[src/rtl/wdog_pkg.sv]
package wdog_pkg;

  localparam logic [3:0]  OFF_CTRL   = 4'h4;
  localparam logic [3:0]  OFF_COUNT  = 4'h8;
  localparam logic [3:0]  OFF_SVC    = 4'hC;
  localparam logic [15:0] SVC_ARM    = 16'h556C;
  localparam logic [15:0] SVC_FIRE   = 16'hAA39;
  localparam logic [15:0] COUNT_INIT = 16'hFFFF;

  typedef struct packed {
    logic [15:0] timeout;
    logic [7:0]  bm_time;
    logic        bm_en;
    logic [2:0]  unused;
    logic        freeze;
    logic        enable;
    logic        act_reset;
    logic        pre_en;
  } ctrl_t;

  // Accept a written word: clear unused bits, keep enable sticky.
  function automatic ctrl_t ctrl_accept(ctrl_t cur, logic [31:0] wd);
    ctrl_t n;
    n        = ctrl_t'(wd);
    n.unused = 3'b000;
    n.enable = cur.enable | wd[2];
    return n;
  endfunction

  // Counter next-state: reload has priority, expiry reloads, a step decrements.
  function automatic logic [15:0] count_next(logic [15:0] cur, logic step,
                                             logic reload, logic [15:0] tmo);
    if (reload || (step && cur == 16'd0)) return tmo;
    if (step)                             return cur - 16'd1;
    return cur;
  endfunction

endpackage

[src/rtl/wdog_ctrl_reg.sv]
module wdog_ctrl_reg
  import wdog_pkg::*;
(
  input  logic        clk,
  input  logic        rst_n,
  input  logic        wr_ctrl,
  input  logic [31:0] wdata,
  output ctrl_t       ctrl_q
);
  always_ff @(posedge clk) begin
    if (!rst_n)       ctrl_q <= '0;
    else if (wr_ctrl) ctrl_q <= ctrl_accept(ctrl_q, wdata);
  end
endmodule

[src/rtl/wdog_service.sv]
module wdog_service
  import wdog_pkg::*;
(
  input  logic        clk,
  input  logic        rst_n,
  input  logic        wr_svc,
  input  logic [15:0] svc_word,
  output logic        svc_reload
);
  logic armed_q;

  assign svc_reload = wr_svc && armed_q && (svc_word == SVC_FIRE);

  always_ff @(posedge clk) begin
    if (!rst_n)      armed_q <= 1'b0;
    else if (wr_svc) armed_q <= (svc_word == SVC_ARM);
  end
endmodule

[src/rtl/wdog_prescale.sv]
module wdog_prescale #(
  parameter int unsigned DIV = 32'h800
) (
  input  logic clk,
  input  logic rst_n,
  input  logic run,
  input  logic clear,
  output logic tick
);
  localparam int unsigned PW = (DIV > 1) ? $clog2(DIV) : 1;

  generate
    if (DIV < 2) begin : g_bypass
      assign tick = run;
    end else begin : g_div
      logic [PW-1:0] ps_q;
      assign tick = run && (ps_q == PW'(DIV - 1));
      always_ff @(posedge clk) begin
        if (!rst_n || clear) ps_q <= '0;
        else if (tick)       ps_q <= '0;
        else if (run)        ps_q <= ps_q + 1'b1;
      end
    end
  endgenerate
endmodule

[src/rtl/wdog_counter.sv]
module wdog_counter
  import wdog_pkg::*;
(
  input  logic        clk,
  input  logic        rst_n,
  input  logic        step,
  input  logic        reload,
  input  logic        act_reset,
  input  logic [15:0] timeout,
  output logic [15:0] count_q,
  output logic        expire,
  output logic        rst_pulse_q,
  output logic        nmi_pulse_q
);
  assign expire = step && (count_q == 16'd0);

  always_ff @(posedge clk) begin
    if (!rst_n) begin
      count_q     <= COUNT_INIT;
      rst_pulse_q <= 1'b0;
      nmi_pulse_q <= 1'b0;
    end else begin
      count_q     <= count_next(count_q, step, reload, timeout);
      rst_pulse_q <= expire && act_reset;
      nmi_pulse_q <= expire && !act_reset;
    end
  end
endmodule

[src/rtl/sys_wdog.sv]
module sys_wdog
  import wdog_pkg::*;
#(
  parameter int unsigned PRESCALE_DIV = 32'h800,
  parameter int unsigned ADDR_W       = 4
) (
  input  logic              clk,
  input  logic              rst_n,
  input  logic              reg_wr,
  input  logic [ADDR_W-1:0] reg_addr,
  input  logic [31:0]       reg_wdata,
  output logic [31:0]       reg_rdata,
  output logic              wd_reset_o,
  output logic              wd_nmi_o
);
  ctrl_t       ctrl_q;
  logic        sel_ctrl, sel_count, sel_svc;
  logic        en_w, freeze_w, act_w, run_w, ps_tick_w, step_w;
  logic        svc_reload_w, expire_w;
  logic [15:0] cnt_w, timeout_w;

  assign sel_ctrl  = (reg_addr == ADDR_W'(OFF_CTRL));
  assign sel_count = (reg_addr == ADDR_W'(OFF_COUNT));
  assign sel_svc   = (reg_addr == ADDR_W'(OFF_SVC));

  wdog_ctrl_reg u_ctrl (
    .clk(clk), .rst_n(rst_n), .wr_ctrl(reg_wr && sel_ctrl),
    .wdata(reg_wdata), .ctrl_q(ctrl_q)
  );

  assign en_w      = ctrl_q.enable;
  assign freeze_w  = ctrl_q.freeze;
  assign act_w     = ctrl_q.act_reset;
  assign timeout_w = ctrl_q.timeout;
  assign run_w     = en_w && !freeze_w;

  wdog_service u_svc (
    .clk(clk), .rst_n(rst_n), .wr_svc(reg_wr && sel_svc),
    .svc_word(reg_wdata[15:0]), .svc_reload(svc_reload_w)
  );

  wdog_prescale #(.DIV(PRESCALE_DIV)) u_pre (
    .clk(clk), .rst_n(rst_n), .run(run_w && ctrl_q.pre_en),
    .clear(svc_reload_w), .tick(ps_tick_w)
  );

  assign step_w = run_w && (ctrl_q.pre_en ? ps_tick_w : 1'b1);

  wdog_counter u_cnt (
    .clk(clk), .rst_n(rst_n), .step(step_w), .reload(svc_reload_w),
    .act_reset(act_w), .timeout(timeout_w), .count_q(cnt_w),
    .expire(expire_w), .rst_pulse_q(wd_reset_o), .nmi_pulse_q(wd_nmi_o)
  );

  always_comb begin
    reg_rdata = 32'h0;
    if (sel_ctrl)       reg_rdata = ctrl_q;
    else if (sel_count) reg_rdata = {16'h0, cnt_w};
  end
endmodule

[config.mk]
export PLATFORM = sky130hd
export DESIGN_NAME = sys_wdog
export DESIGN_NICKNAME = d
export VERILOG_FILES = /design/src/rtl/wdog_pkg.sv /design/src/rtl/wdog_ctrl_reg.sv /design/src/rtl/wdog_service.sv /design/src/rtl/wdog_prescale.sv /design/src/rtl/wdog_counter.sv /design/src/rtl/sys_wdog.sv
export SDC_FILE = /design/constraint.sdc
export NUM_CORES = 1
export LEC_CHECK = 0
export BUFFER_PORTS_ARGS = -buffer_cell sky130_fd_sc_hd__buf_2
export CAP_MARGIN = 20
export CORE_MARGIN = 2
export CORE_UTILIZATION = 50
export DETAILED_ROUTE_END_ITERATION = 8
export PLACE_DENSITY_LB_ADDON = 0.3
export REMOVE_ABC_BUFFERS = 1
export SLEW_MARGIN = 20
export SYNTH_ARGS = -nofsm -noshare
export SYNTH_HDL_FRONTEND = slang
export SYNTH_SLANG_ARGS = --single-unit
[constraint.sdc]
create_clock -name clk -period 2.6 [get_ports clk]
set_input_delay 0.52 -clock clk [delete_from_list [all_inputs] [get_ports clk]]
set_output_delay 0.52 -clock clk [all_outputs]
set_load 0.005 [all_outputs]
==> results.toml <==
[critical_path]
cpPeakStageDelay_ns = 0.56
path_buf_inv = 0
path_class = "flip-flop to flip-flop"
slowest_stage = "or4_4"
cp_data_arrival_time_ns = 2.69
critPathCaptureType = "flip-flop"
worstSetupStartpointType = "flip-flop"
cp.required_ns = 2.84
crit_family = "simple AND/OR/NAND/NOR gates"
cp_max_fo = 10
path_cells = "or4_4 -> or3_4 -> nor2_8 -> or3_1 -> o221ai_1 -> a21o_1"

[place]
port_buffers = 72
hpwl_um = 5310
place_congestion = 0.954
dpl_cell_area_um2 = 3480
pre_cts_ws_ns = 0.193

[logic_synthesis]
synth_area_leader_cell = "dfxtp_1"
ys.flop_type = "dfxtp_1"
avgSynthCellArea_um2 = 8.08
postSynthCellCount = 375
synth_top_area_frac = 0.390
synthArstFlopShare = 0
syn_area_um2 = 3030
synth_cell_types = 48
synth_most_common_cell = "nand2_1"
ys_ff_latch = 59
ys_seq_area_frac = 0.390
yosys-top-cells-count = "nand2_1 (82), dfxtp_1 (59), nor2_1 (32)"
yosys-top-cells-area = "dfxtp_1 (39%), nand2_1 (10%), a21boi_0 (6.9%)"
synth_warnings = 0
synth_edf_count = 0

[timing]
rsz0062_at_grt = "false"
fin_crit_ns = 2.45
holdWs_ns = 0.419
fmax_ghz = 0.407
finalMaxSlewViolations = 0
relSlewSlack = 0.676
finalCritPeriodShare = 0.944
finalSetupViolations = 0
finalHoldViolCount = 0
finalClockSkew_ns = 0.00862
setup_slack_ns = 0.146
worst_pin_slew_ns = 0.482

[power_and_ir_drop]
p_int_w = 0.00170
p_per_area_nw_per_um2 = 571
pwr-share-seq = 0.430
clockPowerShare = 0.519
comb_power_share = 0.051
total_power_w = 0.00214
ir_drop_v = 0.000537
sw_frac_of_total = 0.207
p_sw_w = 0.000443
p_leak_nw = 1.58

[global_routing]
use_met2 = 0.396
top_usage_layer = "met2"
grt_usage = 0.239
gr-usage-met3 = 0.0593
overflow = 0
gr-usage-met1 = 0.304
grt_antenna_before_repair = 0
grt_pass1_vias = 2707
grt_pass1_wl_um = 12400
grt_max_degree = 32

[clock_network]
cts-root-buf = "clkbuf_8"
clock_latency_ns = 0.35
cts.repair.resized = 0
ctsHoldBuffers = 0
clk_path_buf_depth = 2
numCtsBuffers = 9
cts_max_level = 3
cts_tree = "built"
path_clk_slew_ns = 0.07
cts_setup_buffers = 0
cts_sinks = 59

[detailed_routing]
first_iter_violations = 183
vias = 2872
via_per_inst = 5.47
drtPass1Iterations = 4
drc_errors = 0
routed_wl_um = 7530
wl_per_cell_um = 14.3
antenna_left = 0

[final_layout]
layout-area-overhead-vs-synth_pct = 23.6
fill_cells = 547
layout-drive-gt1-share = 0.236
diodes = 0
fin_area_um2 = 3740
nNetsFinal = 486

[die]
die_height_um = 81.8
start_util = 0.515
die-area_um2 = 6700
dieWidth_um = 81.8
rows = 28
ios = 73
core-area_um2 = 5890

[outcome]
status = "completed"

[hold_path]
worst_hold_path_type = "input pin to flip-flop"

[flow_run]
cap_viol_max_count = 0
-- power by group through the flow --
stage               clock network, W  registers, W  logic (W)
floorplan                          0      0.000937  0.0000414
global placement                   0      0.000940   0.000107
detailed placement                 0      0.000940   0.000108
CTS                          0.00112      0.000919   0.000109
global route                 0.00116      0.000920   0.000120
finish                       0.00111      0.000919   0.000109
-- registers in the layout (all words and copies together), names as in the netlist --
name and cells:
u_pre.g_div.ps_q 11, u_ctrl.ctrl_q 29, u_cnt.rst_pulse_q 1, u_svc.armed_q 1, u_cnt.nmi_pulse_q 1, u_cnt.count_q 16
-- cell families after synthesis --
kind of cell | count (synthesis) | share of synthesized area
compound gates | 70 | 0.178
simple gates | 198 | 0.323
buf+inv | 25 | 0.0376
flops | 59 | 0.390
xor+xnor | 16 | 0.0463
mux | 5 | 0.0165
fa+ha+maj | 2 | 0.00826
-- worst paths after layout --
path	start	to	cells after the start	slack [ns]
hold reg to reg	u_ctrl.ctrl_q[10]$_SDFFE_PN0P_	u_ctrl.ctrl_q[10]$_SDFFE_PN0P_	2	0.47
setup / recovery	u_cnt.count_q[6]$_SDFFE_PN1P_	u_cnt.count_q[1]$_SDFFE_PN1P_	6	0.15
setup reg to reg	u_cnt.count_q[6]$_SDFFE_PN1P_	u_cnt.count_q[1]$_SDFFE_PN1P_	6	0.15
hold / removal	reg_wdata[21]	u_ctrl.ctrl_q[21]$_SDFFE_PN0P_	3	0.42
-- area by class of cell --
| class | instances | area [um2] | area share |
|---|---|---|---|
| clock buffer | 9 | 124 | 0.0331 |
| clock inverter | 7 | 140 | 0.0374 |
| inverter | 3 | 11.3 | 0.00301 |
| multi-input combinational | 291 | 1740 | 0.465 |
| sequential | 59 | 1180 | 0.316 |
| tap | 75 | 93.8 | 0.0251 |
| timing repair buffer | 81 | 453 | 0.121 |
-- placed cells by master (no fill, tap or decap), types with 10 or more instances in the layout --
cell	n
nor2_1	32
a22o_1	13
nand3_1	14
dfxtp_1	59
buf_2	72
nand2_1	82
a21boi_0	28
nor3_1	10
and2_1	20
-- tightest hold or removal path: cells and delay by family --
family | cells | cell delay [ns]
buffers and inverters | 1 | 0.10
AO/OA/AOI/OAI | 1 | 0.06
AND/OR/NAND/NOR | 1 | 0.04
-- through the flow --
step	utilization	setup TNS [ns]	std cells
floorplan	-	-62.87	353
global placement	0.591	0	509
detailed placement	0.591	0	509
CTS	0.636	0	525
global route	0.636	0	525
finish	0.636	0	525
-- per-layer routing --
layer	part of all wire	vias to the layer above
met5	0	-
met4	0.011	0
met3	0.054	13
met2	0.48	77
li1	-	1442
met1	0.46	1340
(Power assumes the default switching activity.)
